===== src/rtl/cc_pkg.sv =====
package cc_pkg;
  localparam int CC_CFG_W = 5;

  localparam logic [1:0] ESEL_NONE = 2'b00;
  localparam logic [1:0] ESEL_FALL = 2'b01;

  typedef enum logic [1:0] {
    ST_IDLE = 2'd0,
    ST_CMP  = 2'd1,
    ST_CAP  = 2'd2
  } arm_state_e;

  typedef struct packed {
    logic       coarse;
    logic       rearm;
    logic [1:0] esel;
    logic       cap_mode;
  } cc_cfg_t;
endpackage


===== src/rtl/cc_edge_det.sv =====
module cc_edge_det #(
  parameter int SYNC_STAGES = 2
) (
  input  logic clk_i,
  input  logic rst_ni,
  input  logic sig_i,
  output logic rise_o,
  output logic fall_o
);
  localparam int PIPE_W = SYNC_STAGES + 1;

  logic [PIPE_W-1:0] pipe_q;

  always_ff @(posedge clk_i or negedge rst_ni) begin
    if (!rst_ni) pipe_q <= '0;
    else         pipe_q <= {pipe_q[PIPE_W-2:0], sig_i};
  end

  // last sync stage vs. its history bit
  assign rise_o =  pipe_q[SYNC_STAGES-1] & ~pipe_q[SYNC_STAGES];
  assign fall_o = ~pipe_q[SYNC_STAGES-1] &  pipe_q[SYNC_STAGES];
endmodule


===== src/rtl/cc_cmp.sv =====
module cc_cmp #(
  parameter int W = 32
) (
  input  logic         coarse_i,
  input  logic [W-1:0] tb_fine_i,
  input  logic [W-1:0] tb_coarse_i,
  input  logic [W-1:0] val_i,
  output logic [W-1:0] view_o,
  output logic         hit_o
);
  assign view_o = coarse_i ? tb_coarse_i : tb_fine_i;
  assign hit_o  = (view_o == val_i);
endmodule


===== src/rtl/cc_arm_ctl.sv =====
module cc_arm_ctl
  import cc_pkg::*;
(
  input  logic       clk_i,
  input  logic       rst_ni,
  input  logic       cmp_hit_i,
  input  logic       cap_edge_i,
  input  logic       rearm_i,
  input  logic       cfg_we_i,
  input  logic       cfg_cap_i,
  input  logic       val_we_i,
  input  logic       arm_set_i,
  input  logic       arm_clr_i,
  output arm_state_e state_o,
  output logic       cmp_fire_o,
  output logic       cap_fire_o
);
  arm_state_e state_q, post_st, state_d;

  assign cmp_fire_o = (state_q == ST_CMP) && cmp_hit_i;
  assign cap_fire_o = (state_q == ST_CAP) && cap_edge_i;

  always_comb begin
    post_st = state_q;
    if (cmp_fire_o) post_st = ST_IDLE;
    if (cap_fire_o) post_st = rearm_i ? ST_CAP : ST_IDLE;

    state_d = post_st;
    if (arm_clr_i)      state_d = ST_IDLE;
    else if (cfg_we_i)  state_d = cfg_cap_i ? ST_CAP : ST_IDLE;
    else if (val_we_i)  state_d = ST_CMP;
    else if (arm_set_i) state_d = (post_st == ST_CAP) ? ST_CAP : ST_CMP;
  end

  always_ff @(posedge clk_i or negedge rst_ni) begin
    if (!rst_ni) state_q <= ST_IDLE;
    else         state_q <= state_d;
  end

  assign state_o = state_q;


  clr_idle_chk: assert property (@(posedge clk_i) disable iff (!rst_ni)
    arm_clr_i |=> (state_q == ST_IDLE));


  rearm_hold_chk: assert property (@(posedge clk_i) disable iff (!rst_ni)
    (cap_fire_o && rearm_i && !arm_clr_i && !cfg_we_i && !val_we_i)
    |=> (state_q == ST_CAP));


  set_keeps_cap_chk: assert property (@(posedge clk_i) disable iff (!rst_ni)
    (state_q == ST_CAP && !cap_fire_o && arm_set_i && !arm_clr_i && !cfg_we_i && !val_we_i)
    |=> (state_q == ST_CAP));


  cmp_once_chk: assert property (@(posedge clk_i) disable iff (!rst_ni)
    (cmp_fire_o && !arm_clr_i && !cfg_we_i && !val_we_i && !arm_set_i)
    |=> (state_q == ST_IDLE));
endmodule


===== src/rtl/cc_channel.sv =====
module cc_channel
  import cc_pkg::*;
#(
  parameter int W           = 32,
  parameter int SYNC_STAGES = 2
) (
  input  logic                clk_i,
  input  logic                rst_ni,
  input  logic                cfg_we_i,
  input  logic [CC_CFG_W-1:0] cfg_wdata_i,
  input  logic                val_we_i,
  input  logic                val_alias_we_i,
  input  logic [W-1:0]        val_wdata_i,
  input  logic                arm_set_i,
  input  logic                arm_clr_i,
  input  logic                edge_i,
  input  logic [W-1:0]        tb_fine_i,
  input  logic [W-1:0]        tb_coarse_i,
  output logic [W-1:0]        val_o,
  output logic                event_o,
  output logic                out_o,
  output logic                armed_o
);
  cc_cfg_t    cfg_w;
  logic       coarse_q, rearm_q;
  logic [1:0] esel_q;
  logic [W-1:0] val_q, view;
  logic       out_q, event_q;
  logic       hit, rise, fall, cap_edge, cmp_fire, cap_fire;
  arm_state_e state;

  assign cfg_w = cc_cfg_t'(cfg_wdata_i);

  cc_edge_det #(.SYNC_STAGES(SYNC_STAGES)) u_edge (
    .clk_i (clk_i),
    .rst_ni(rst_ni),
    .sig_i (edge_i),
    .rise_o(rise),
    .fall_o(fall)
  );

  cc_cmp #(.W(W)) u_cmp (
    .coarse_i   (coarse_q),
    .tb_fine_i  (tb_fine_i),
    .tb_coarse_i(tb_coarse_i),
    .val_i      (val_q),
    .view_o     (view),
    .hit_o      (hit)
  );

  always_comb begin
    case (esel_q)
      ESEL_NONE: cap_edge = 1'b0;
      ESEL_FALL: cap_edge = fall;
      default:   cap_edge = rise;
    endcase
  end

  cc_arm_ctl u_arm (
    .clk_i     (clk_i),
    .rst_ni    (rst_ni),
    .cmp_hit_i (hit),
    .cap_edge_i(cap_edge),
    .rearm_i   (rearm_q),
    .cfg_we_i  (cfg_we_i),
    .cfg_cap_i (cfg_w.cap_mode),
    .val_we_i  (val_we_i),
    .arm_set_i (arm_set_i),
    .arm_clr_i (arm_clr_i),
    .state_o   (state),
    .cmp_fire_o(cmp_fire),
    .cap_fire_o(cap_fire)
  );

  always_ff @(posedge clk_i or negedge rst_ni) begin
    if (!rst_ni) begin
      coarse_q <= 1'b0;
      rearm_q  <= 1'b0;
      esel_q   <= ESEL_NONE;
    end else if (cfg_we_i) begin
      coarse_q <= cfg_w.coarse;
      rearm_q  <= cfg_w.rearm;
      esel_q   <= cfg_w.esel;
    end
  end

  // software write beats a same-cycle capture
  always_ff @(posedge clk_i or negedge rst_ni) begin
    if (!rst_ni)                         val_q <= '0;
    else if (val_we_i || val_alias_we_i) val_q <= val_wdata_i;
    else if (cap_fire)                   val_q <= view;
  end

  always_ff @(posedge clk_i or negedge rst_ni) begin
    if (!rst_ni) begin
      out_q   <= 1'b0;
      event_q <= 1'b0;
    end else begin
      out_q   <= out_q ^ cmp_fire;
      event_q <= cmp_fire | cap_fire;
    end
  end

  assign val_o   = val_q;
  assign out_o   = out_q;
  assign event_o = event_q;
  assign armed_o = (state != ST_IDLE);


  evt_from_armed_chk: assert property (@(posedge clk_i) disable iff (!rst_ni)
    event_o |-> $past(armed_o));


  alias_state_chk: assert property (@(posedge clk_i) disable iff (!rst_ni)
    (val_alias_we_i && !val_we_i && !cfg_we_i && !arm_set_i && !arm_clr_i && !cmp_fire && !cap_fire)
    |=> ($stable(armed_o) && val_o == $past(val_wdata_i)));


  cmp_toggle_chk: assert property (@(posedge clk_i) disable iff (!rst_ni)
    cmp_fire |=> (out_o != $past(out_o) && event_o));
endmodule


===== config.mk =====
export PLATFORM = sky130hd
export DESIGN_NAME = cc_channel
export DESIGN_NICKNAME = d
export VERILOG_FILES = /design/src/rtl/cc_pkg.sv /design/src/rtl/cc_edge_det.sv /design/src/rtl/cc_cmp.sv /design/src/rtl/cc_arm_ctl.sv /design/src/rtl/cc_channel.sv
export SDC_FILE = /design/constraint.sdc
export NUM_CORES = 1
export LEC_CHECK = 0
export BUFFER_PORTS_ARGS = -buffer_cell sky130_fd_sc_hd__clkbuf_2
export CORE_ASPECT_RATIO = 1.2
export CORE_UTILIZATION = 45
export DETAILED_ROUTE_END_ITERATION = 16
export HOLD_SLACK_MARGIN = 0.02
export PLACE_DENSITY_LB_ADDON = 0.2
export SYNTH_ARGS = -nofsm -noshare
export SYNTH_HDL_FRONTEND = slang
export SYNTH_HIERARCHICAL = 1
export SYNTH_SLANG_ARGS = --single-unit

===== constraint.sdc =====
create_clock -name clk_i -period 2.2 [get_ports clk_i]
set_input_delay 0.33 -clock clk_i [delete_from_list [all_inputs] [get_ports clk_i]]
set_output_delay 0.33 -clock clk_i [all_outputs]
set_load 0.03 [all_outputs]

# --- Word-level counts from Yosys, hierarchy flattened ---
# Index checks and enable logic that the tools add are counted.
op_classes:
  bitwise: 6
  eq_ne: 5
  n_mux: 13
  reduce_logical: 6
op_table:
  columns: ["operator", "n"]
  rows:
  - ["32-bit two-way mux", 3]
  - ["32-bit equality test", 1]
  - ["2-bit two-way mux", 9]
  - ["2-bit by 1-bit equality test with 1-bit output (second input constant)", 2]
  - ["2-bit equality test (second input constant)", 2]
  - ["2-bit nonzero test", 2]
  - ["1-bit AND", 2]
  - ["1-bit logical AND", 2]
  - ["2-bit logical NOT", 1]
  - ["1-bit inverter", 2]
  - ["1-bit case mux with 2 select lines", 1]
  - ["1-bit logical OR", 1]
  - ["1-bit OR", 1]
  - ["1-bit bitwise XOR", 1]
totals:
  input_bits: 109
  ff_bits: 43
  out_inout_bits: 35
  word_cells: 38

# --- Logic depth before layout (Yosys ltp) ---
# Gate-level depths: netlist (run 1).
logic_depth:
  word_depth: 11
  mapped_depth: 10
  mapped_depth_nobuf: 8

# --- Cells and area by module ---
# The synthesis (run 1) kept the hierarchy.
by_module_without_submodules:
  columns: ["mod", "area_each_um2", "cells_per_inst", "seq_area_each_um2", "n_inst"]
  rows:
  - ["cc_channel", 1795.5, 158, 950.9, 1]
  - ["cc_cmp", 825.8, 79, 0.0, 1]
  - ["cc_arm_ctl", 138.9, 18, 50.0, 1]
  - ["cc_edge_det", 90.1, 5, 75.1, 1]

# --- Worst setup path before layout (run 1) ---
# OpenSTA, ideal clock, no wires.
synth_timing:
  kind: "flip-flop to flip-flop"
  startpoint: "register coarse_q"
  endpoint: "register u_arm.state_q[0] (netlist: u_arm/state_o[0])"
  arrival_ns: 1.886
  n_path_buf: 2
  path_stages_with_launch: 11
  required_ns: 2.064
  setup_slack_ns: 0.178
  period_less_slack_ns: 2.022
  setup_time_ns: 0.136
  cell_sequence: "dfrtp_1 -> buf_6 -> buf_8 -> mux2_4 -> xor2_1 -> nor4_2 -> nand4_1 -> nor2_1 -> nand2_1 -> nor4_1 -> a2111oi_2"
synth_between:
  elab_chain_cells: 11
synth_rtl:
  columns: ["element", "line", "text"]
  rows:
  - ["from (decl)", "cc_channel.sv:25", "logic coarse_q, rearm_q;"]
  - ["from (signal assigned)", "cc_channel.sv:81", "coarse_q <= cfg_w.coarse;"]
  - ["32-bit two-way mux (*)", "cc_cmp.sv:11", "assign view_o = coarse_i ? tb_coarse_i : tb_fine_i;"]
  - ["net view[6]", "cc_channel.sv:27", "logic [W-1:0] val_q, view;"]
  - ["32-bit equality test (*)", "cc_cmp.sv:12", "assign hit_o = (view_o == val_i);"]
  - ["net hit", "cc_channel.sv:29", "logic hit, rise, fall, cap_edge, cmp_fire, cap_fire;"]
  - ["1-bit logical AND (*)", "cc_arm_ctl.sv:20", "assign cmp_fire_o = (state_q == ST_CMP) && cmp_hit_i;"]
  - ["2-bit two-way mux (*)", "cc_arm_ctl.sv:25", "if (cmp_fire_o) post_st = ST_IDLE;"]
  - ["2-bit two-way mux (*)", "cc_arm_ctl.sv:26", "if (cap_fire_o) post_st = rearm_i ? ST_CAP : ST_IDLE;"]
  - ["2-bit equality test", "cc_arm_ctl.sv:32", "else if (arm_set_i) state_d = (post_st == ST_CAP) ? ST_CAP : ST_CMP;"]
  - ["2-bit two-way mux", "cc_arm_ctl.sv:32", null]
  - ["2-bit two-way mux (*)", "cc_arm_ctl.sv:32", null]
  - ["2-bit two-way mux (*)", "cc_arm_ctl.sv:31", "else if (val_we_i) state_d = ST_CMP;"]
  - ["2-bit two-way mux (*)", "cc_arm_ctl.sv:30", "else if (cfg_we_i) state_d = cfg_cap_i ? ST_CAP : ST_IDLE;"]
  - ["2-bit two-way mux (*)", "cc_arm_ctl.sv:29", "if (arm_clr_i) state_d = ST_IDLE;"]
  - ["net u_arm.state_d[0]", "cc_arm_ctl.sv:18", "arm_state_e state_q, post_st, state_d;"]
  - ["to (signal assigned)", "cc_arm_ctl.sv:37", "else state_q <= state_d;"]
  - ["to (decl)", "cc_arm_ctl.sv:18", null]
# Mark *: on every way through the listed nets, which the timed path passes. The rest lies on a longest branch.
# A chain may end at the register's enable or synchronous reset.

# --- Final worst setup path (run 1) ---
layout_timing:
  startpoint: "register coarse_q"
  endpoint: "register out_q (netlist: out_o)"
layout_between:
  elab_chain_cells: 4
layout_rtl:
  columns: ["element", "line", "text"]
  rows:
  - ["32-bit two-way mux", "cc_cmp.sv:11", null]
  - ["net view[29]", "cc_channel.sv:27", null]
  - ["32-bit equality test", "cc_cmp.sv:12", null]
  - ["net hit", "cc_channel.sv:29", null]
  - ["1-bit logical AND", "cc_arm_ctl.sv:20", null]
  - ["net cmp_fire", "cc_channel.sv:29", null]
  - ["1-bit bitwise XOR", "cc_channel.sv:99", "out_q <= out_q ^ cmp_fire;"]
  - ["to (signal assigned)", "cc_channel.sv:99", null]
  - ["to (decl)", "cc_channel.sv:28", "logic out_q, event_q;"]
# The timed path passes the listed nets, and every way through them passes these cells.

==> results.cfg, run 1 <==
[yosys]
synth_edf_count = 0
ys_types = 28
syn_nets = 369
yosys.area.top_type = dfrtp_1
yosys_warnings = 6
synth.avg_cell_area_um2 = 11.0
netlist.area_leader.share_pct = 37.8
syn_area_um2 = 2850
synth_top_flop_cell = dfrtp_1
synthArstFlopShare_pct = 100
syn_inst = 260
yosysMostFrequentCell = dfrtp_1
ys_top_cells_by_count = dfrtp_1, o21ai_0, o21ai_1, xor2_1, mux2i_1
synthTopCellsByArea = dfrtp_1, mux2i_1, xor2_1
ys_seq_area_share_pct = 37.8
ys_seq_elements = 43

[global_routing]
grt_max_degree = 34
antenna_found_initial = 0
grt.overflow.total = 0
grt_pass1_wl_um = 11500
grt_pass1_vias = 2469
grt_usage_pct = 23.1

[floorplan]
die_area_um2 = 6660
ioPinCount = 144
die-height_um = 89.2
num_rows = 31
start_util_pct = 46.8
coreArea_um2 = 6090
die_x_um = 74.7

[power]
leakage_nw = 1.80
p_per_area_nw_per_um2 = 575
vdd_ir_drop_max_mv = 0.470
power_mw = 2.17

[sta]
finalSetupTns_ns = -0.237
grt_setup_unrepaired = true
worst_hold_slack_ns = 0.0753
hold_violations = 0
finalWorstSetupSlack_ns = -0.102
fin_crit_sh_pct = 105
setup_viol = 3
worstMarginPinSlew_ns = 0.708
fin_skew_ns = 0.00540
finalCriticalPeriod_ns = 2.30
drv_slew = 0
relSlewSlack_pct = 52.8
fmax_ghz = 0.434

[clock_tree]
cts_sinks = 43
cts.clk_slew.worst_paths_ns = 0.08
cts_tree = built
cts_root_buffer = clkbuf_8
htree_levels = 2
cts-buffers-inserted = 5
clock_path_buffers = 2
clk_latency_ns = 0.29
cts_setup_buffers = 0

[setup_path]
crit_top_cell = xor2_1
max_stage_delay_ns = 0.45
crit_path_end_kind = flip-flop
slowest_stage = dfrtp_2
critPathTopFamily = simple AND/OR/NAND/NOR gates
cp-start-kind = flip-flop
cp.arrival_ns = 2.52
critPathKind = flip-flop to flip-flop
crit_buf_inv = 1
worstPathRequired_ns = 2.42
cp_cell_sequence = buf_12 -> mux2_4 -> xor2_1 -> nor4_1 -> nand4_1 -> nor2_1 -> nand2_1 -> nor2_2 -> xor2_1
crit_fanout = 19

[placement]
io_buffer_count = 143
dp_hpwl_um = 5680
dp_slack_ns = -0.148
gp_congestion = 0.851

[layout]
nets = 512
antenna_cells = 0
n_fill_cell = 532
drive_above_1_share_pct = 51.5
synthToLayoutAreaGrowth_pct = 32.4
utilization_pct = 62.0

[routing]
ant_nets = 0
vias = 2511
wire_per_inst_um = 15.5
drt-initial-drc-count = 95
first_pass_iters = 4
avgViaCountPerCell = 5.17
drc = 0
wirelength_um = 7530

[hold_path]
hold_path_class = input port to async pin

[job]
maxCapViolCount = 0

[run_status]
violations = setup timing
outcome = complete, but fails checks
[worst register-to-register path, delay by kind of cell (launching register included)]
family        cells  cell delay [ns]
simple gates      5             0.95
buf+inv           1             0.19
mux               1             0.34
flops             1             0.45
xor+xnor          2             0.31
[where the power goes]
group / internal, mW / switching, mW
clock: 0.287 / 0.261
combinational: 0.330 / 0.379
sequential: 0.853 / 0.0613
[logic make-up after synthesis]
family,after synthesis,share of synthesized area [%]
flops,43,37.8
buf+inv,18,5.93
mux,68,27.7
simple gates,30,6.19
compound gates,68,12.3
xor+xnor,33,10.1
[what timing repair did]
item                       4_1_cts  5_1_grt
setup endpoints to repair        3        3
gates cloned                     1        0
gates resized for setup          4        1
hold buffers                     0        0
pin swaps                        1        0
[state kept, by name, indices dropped and copies added, names as in the netlist]
register and flops:
coarse_q 1, rearm_q 1, event_o 1, val_o 32
u_edge/pipe_q 3, esel_q 2, out_o 1, u_arm/state_o 2
[final cells by class]
class | count | area (µm²) | share of cell area, %
Timing Repair Buffer | 153 | 853 | 22.6
Sequential cell | 43 | 1080 | 28.5
Inverter | 1 | 3.75 | 0.0994
Clock buffer | 8 | 100 | 2.65
Tap cell | 82 | 103 | 2.72
Multi-Input combinational cell | 199 | 1640 | 43.4
[per-layer routing]
| layer | track usage (%) | share of wire, % | vias to the layer above |
|---|---|---|---|
| li1 | - | - | 1220 |
| met4 | 7.20 | 1.4 | 0 |
| met2 | 39.4 | 50 | 99 |
| met3 | 4.17 | 4.9 | 10 |
| met5 | 0 | 0 | - |
| met1 | 29.7 | 44 | 1182 |
[layout by cell type (no fill, tap or decap), types with 3 or more instances in the layout]
cell / count
clkbuf_2: 143
dfrtp_1: 42
o21ai_0: 33
xor2_1: 33
o21ai_1: 33
mux2i_1: 32
mux2_2: 18
mux2_4: 18
clkbuf_8: 7
nand2_1: 6
buf_4: 6
nor4_1: 5
nor4_2: 4
buf_12: 3
nor2_1: 3
nand4_1: 3
[path summary, 6_finish.rpt]
check	start	endpoint	slack, ns	cells after the start
max	coarse_q	out_o	-0.10	9
min	rst_ni	val_o[8]	0.08	1
max reg2reg	coarse_q	out_o	-0.10	9
min reg2reg	u_edge/pipe_q[0]	u_edge/pipe_q[1]	0.35	0
max in group asynchronous	rst_ni	val_o[17]	1.43	2
min in group clk_i	edge_i	u_edge/pipe_q[0]	0.14	1
[metrics by stage]
step	cell area [µm²]	instances
after floorplan	2850	260
after global placement	3620	477
after detailed placement	3620	477
after CTS	3770	486
after global routing	3770	486
final	3770	486
Power figures use the tool's default switching activity.
==> run 2, diff against run 1 <==
- SYNTH_HIERARCHICAL: 1 -> default
==> run 2 against run 1 <==
The flow now finishes without violations. Non-clock buffer count increased by 3. Synthesized area decreased by 8.1%. Synthesized cell count increased by 13%. Critical path depth decreased by 2. Die area decreased by 7.9%. Via count increased by 3.4%. Maximum frequency increased by 8.7%. Combinational power increased by 7.3%. Sequential power increased by 0.5%. Highest routed layer unchanged. First-iteration DRC count increased by 100%. Core utilization increased by 5.1 points. Clock power increased by 18%.
==> results.cfg, run 2 <==
[setup_path]
timing.rr.start = coarse_q
crit_fanout = 7
timing.rr.end = u_arm.state_o[0]
slowest_stage = dfrtp_2
cp-start-kind = flip-flop
r2r_slack_ns = 0.08
critPathTopFamily = simple AND/OR/NAND/NOR gates
critPathLaunch = coarse_q
cp_cell_sequence = clkbuf_16 -> mux2i_2 -> xnor2_1 -> nor4_2 -> nand4_1 -> nor3_4 -> o32ai_1
worstPathRequired_ns = 2.37
r2r_cells = 7
critPathKind = flip-flop to flip-flop
cp.arrival_ns = 2.29
crit_buf_inv = 1
max_stage_delay_ns = 0.49
crit_path_end_kind = flip-flop

[floorplan]
start_util_pct = 46.5
ioPinCount = 144
coreArea_um2 = 5630
die_area_um2 = 6130
die_x_um = 71.7
num_rows = 30
die-height_um = 85.6

[global_routing]
grt_pass1_wl_um = 11400
grt_max_degree = 65
grt.overflow.total = 0
grt_usage_pct = 24.1
antenna_found_initial = 0
grt_pass1_vias = 2459

[placement]
dp_slack_ns = -0.0655
gp_congestion = 0.828
dp_hpwl_um = 5650
io_buffer_count = 143

[routing]
avgViaCountPerCell = 5.17
first_pass_iters = 4
ant_nets = 0
wl_met3_um = 389
wl_met2_um = 3850
wirelength_um = 7710
drc = 0
top_layer_used = met4
drt-initial-drc-count = 191
wire_per_inst_um = 15.4
wl_met1_um = 3350
vias = 2596

[yosys]
synth.avg_cell_area_um2 = 8.94
yosys.area.top_type = dfrtp_1
synthArstFlopShare_pct = 100
ys_types = 31
synth_top_flop_cell = dfrtp_1
ys_seq_area_share_pct = 41.1
netlist.area_leader.share_pct = 41.1
syn_inst = 293
yosys_warnings = 0
syn_nets = 402
ys_seq_elements = 43
ys_top_cells_by_count = nand2_1, o21ai_0, dfrtp_1
yosysMostFrequentCell = nand2_1
syn_area_um2 = 2620
synth_edf_count = 0
synthTopCellsByArea = dfrtp_1, o21ai_0, mux2i_1

[sta]
finalCriticalPeriod_ns = 2.12
relSlewSlack_pct = 30.7
drv_slew = 0
grt_setup_unrepaired = true
worstMarginPinSlew_ns = 1.04
fin_crit_sh_pct = 96.3
fin_skew_ns = 0.0101
fmax_ghz = 0.472
worst_hold_slack_ns = 0.0184
setup_viol = 0
finalWorstSetupSlack_ns = 0.0820
hold_violations = 0

[layout]
nets = 546
antenna_cells = 0
largest_reg_flops = 32
synthToLayoutAreaGrowth_pct = 44.2
final_common_cell = clkbuf_2
mostFrequentLayoutCells = clkbuf_2, nand2_1, o21ai_0
drive_above_1_share_pct = 45.7

[power]
power_mw = 2.32
p_per_area_nw_per_um2 = 615
vdd_ir_drop_max_mv = 0.363
leakage_nw = 1.78

[clock_tree]
clock_path_buffers = 2
cts-buffers-inserted = 5
htree_levels = 2
ctsHoldBuffers = 0
clk_latency_ns = 0.30
cts_sinks = 43
cts_root_buffer = clkbuf_8
cts.clk_slew.worst_paths_ns = 0.09
cts_tree = built

[run_status]
outcome = complete, no violations

[hold_path]
hold_path_class = input port to async pin

[job]
maxCapViolCount = 0
run 2: cell types whose count changed after synthesis, sizes merged, moves of 6 or more:
cell	before	now
nand2	6	69
mux2	36	3
xor2	33	3
xnor2	0	28
clkbuf	3	13
buf	12	6
run 2: cell type report:
cell class / count / area, µm²
fill: 461 / 1850
inverter: 1 / 3.75
clock inverter: 2 / 35.0
clock buffer: 6 / 82.6
timing repair buffer: 156 / 871
multi-input combinational: 230 / 1630
sequential: 43 / 1080
tap: 64 / 80.1
run 2: worst max-delay path by stage:
stage,to,depth (start not counted),slack [ns]
2_1_floorplan,u_arm.state_o[0],8,0.40
3_3_place_gp,u_arm.state_o[0],7,0.03
3_5_place_dp,u_arm.state_o[0],8,-0.07
4_1_cts,out_o,8,0.01
5_1_grt,out_o,7,-0.03
6_report,u_arm.state_o[0],7,0.08
run 2: power by group:
| group | switching, mW | internal (mW) |
|---|---|---|
| Clock | 0.276 | 0.368 |
| Sequential | 0.0657 | 0.853 |
| Combinational | 0.415 | 0.346 |
| Total | 0.757 | 1.57 |
run 2: through the flow:
stage / utilization [%] / setup TNS (ns) / cell area [µm²] / std cells
final: 67.1 / 0 / 3780 / 502
after floorplan: - / 0 / 2620 / 293
after global routing: 67.1 / -0.0358 / 3780 / 502
after global placement: 60.6 / 0 / 3410 / 490
after detailed placement: 60.6 / -0.115 / 3410 / 490
after CTS: 63.1 / 0 / 3550 / 500
run 2: repair_timing:
action | in CTS | in global routing
cloned | 0 | 1
resized for setup | 1 | 34
buffers inserted | 2 | 2
pin swaps | 0 | 9
endpoints found under the hold margin | 0 | 0
setup endpoints to repair | 4 | 4
run 2: layer usage:
layer	track usage [%]	vias up
li1	-	1289
met1	31.6	1183
met2	40.8	111
met3	3.53	13
met4	8.02	0
met5	0	-
run 2: logic make-up (layout without fill, tap and decap cells):
logic type | after synthesis | count (layout) | share of synthesized area (%)
DFF | 43 | 43 | 41.1
and+or+nand+nor | 92 | 92 | 15.9
AOI/OAI and AO/OA | 72 | 72 | 14.1
muxes | 35 | 35 | 14.4
xor gates and xnor gates | 31 | 31 | 10.4
buffers and inverters | 20 | 165 | 4.20
==> run 3, diff against run 2 <==
- RECOVER_POWER: default -> 50
==> run 3 against run 2 <==
Flip-flop and latch count is the same. Critical endpoint unchanged. Sequential share of layout area up 0.12 points. Critical path type unchanged. First-iteration DRC count fell by 16%. Power fell by 0.19%. Largest power group unchanged.
==> results.cfg, run 3 (same netlist as run 2, synthesis figures left out) <==
[setup_path]
critPathKind = flip-flop to flip-flop
r2r_cells = 7
cp_cell_sequence = clkbuf_16 -> mux2i_2 -> xnor2_1 -> nor4_2 -> nand4_1 -> nor3_4 -> o32ai_1
worstPathRequired_ns = 2.37
cp.arrival_ns = 2.30
max_stage_delay_ns = 0.49
cp-start-kind = flip-flop
crit_fanout = 7
slowest_stage = dfrtp_2
timing.rr.end = u_arm.state_o[0]
crit_path_end_kind = flip-flop
timing.rr.start = coarse_q
r2r_slack_ns = 0.08

[layout]
antenna_cells = 0
n_fill_cell = 468
nets = 546
final_common_cell = clkbuf_2
mostFrequentLayoutCells = clkbuf_2, nand2_1, o21ai_0
drive_above_1_share_pct = 43.2
multi_input_area_um2 = 1630
design_area_um2 = 3760
largest_reg_flops = 32
synthToLayoutAreaGrowth_pct = 43.6
final_cell_count_no_fill = 502
utilization_pct = 66.8
seqCellArea_um2 = 1080

[routing]
drt-initial-drc-count = 161
avgViaCountPerCell = 5.16
ant_nets = 0
first_pass_iters = 4
vias = 2591
drc = 0
wirelength_um = 7730
wire_per_inst_um = 15.4

[global_routing]
grt_usage_pct = 24.1
grt_pass1_wl_um = 11400
antenna_found_initial = 0
grt.overflow.total = 0
grt_pass1_vias = 2459
grt_max_degree = 65

[clock_tree]
cts_root_buffer = clkbuf_8
ctsHoldBuffers = 0
clock_path_buffers = 2
cts.clk_slew.worst_paths_ns = 0.09
cts_sinks = 43
clk_latency_ns = 0.30
cts_tree = built
htree_levels = 2
cts-buffers-inserted = 5

[floorplan]
num_rows = 30
ioPinCount = 144
die-height_um = 85.6
coreArea_um2 = 5630
die_area_um2 = 6130
start_util_pct = 46.5
die_x_um = 71.7

[power]
leakage_nw = 1.75
p_per_area_nw_per_um2 = 617
power_mw = 2.32
vdd_ir_drop_max_mv = 0.363

[hold_path]
hold_path_class = input port to flip-flop
hp-start = edge_i
hold_path_end = u_edge.pipe_q[0]
whs_path_depth = 1

[sta]
worstMarginPinSlew_ns = 1.25
fin_crit_sh_pct = 96.5
relSlewSlack_pct = 16.8
fmax_ghz = 0.471
finalWorstSetupSlack_ns = 0.0765
finalSetupTns_ns = 0
finalCriticalPeriod_ns = 2.12
worst_hold_slack_ns = 0.133
setup_viol = 0
drv_slew = 0
hold_violations = 0
fin_skew_ns = 0.0104
grt_setup_unrepaired = true

[placement]
post_dp_cell_area_um2 = 3410
dp_hpwl_um = 5650
io_buffer_count = 143
gp_congestion = 0.828
placed_cells = 490
dp_slack_ns = -0.0655

[run_status]
outcome = complete, no violations

[job]
maxCapViolCount = 0
## run 3: cell type report
class                      count  share of cell area, %
sequential                    43                   28.6
clock buffer                   6                   2.20
clock inverter                 2                  0.931
inverter                       1                 0.0998
timing repair buffer         156                   22.7
tap                           64                   2.13
multi-input combinational    230                   43.3
## run 3: worst max-delay path by stage
stage / from / to / slack [ns]
final: coarse_q / u_arm.state_o[0] / 0.08
after global routing: coarse_q / out_o / -0.03
after CTS: coarse_q / out_o / 0.01
after detailed placement: coarse_q / u_arm.state_o[0] / -0.07
after global placement: coarse_q / u_arm.state_o[0] / 0.03
after floorplan: coarse_q / u_arm.state_o[0] / 0.40
## run 3: worst max-delay path: cells and delay by family (launching register included)
| kind | cells | cell delay (ns) |
|---|---|---|
| AO/OA/AOI/OAI | 1 | 0.14 |
| XOR/XNOR | 1 | 0.11 |
| AND/OR/NAND/NOR | 3 | 0.76 |
| buffers and inverters | 1 | 0.22 |
| flip-flops | 1 | 0.49 |
| multiplexers | 1 | 0.28 |
## run 3: what timing repair did
action | CTS | global route
setup endpoints to repair | 4 | 4
pin swaps | 0 | 9
buffers inserted | 2 | 2
cloned | 0 | 1
gates resized for setup | 1 | 34
## run 3: metal layers
metal | global-route usage (%) | wire length [µm] | up-vias | part of all wire [%]
met1 | 31.6 | 3410 | 1188 | 44
met4 | 8.02 | 115 | 0 | 1.5
li1 | - | - | 1291 | -
met5 | 0 | 0 | - | 0
met3 | 3.53 | 346 | 11 | 4.5
met2 | 40.8 | 3860 | 101 | 50
## run 3: power by group
group	switching (mW)	internal [mW]
logic	0.416	0.341
registers	0.0655	0.853
clock network	0.276	0.368
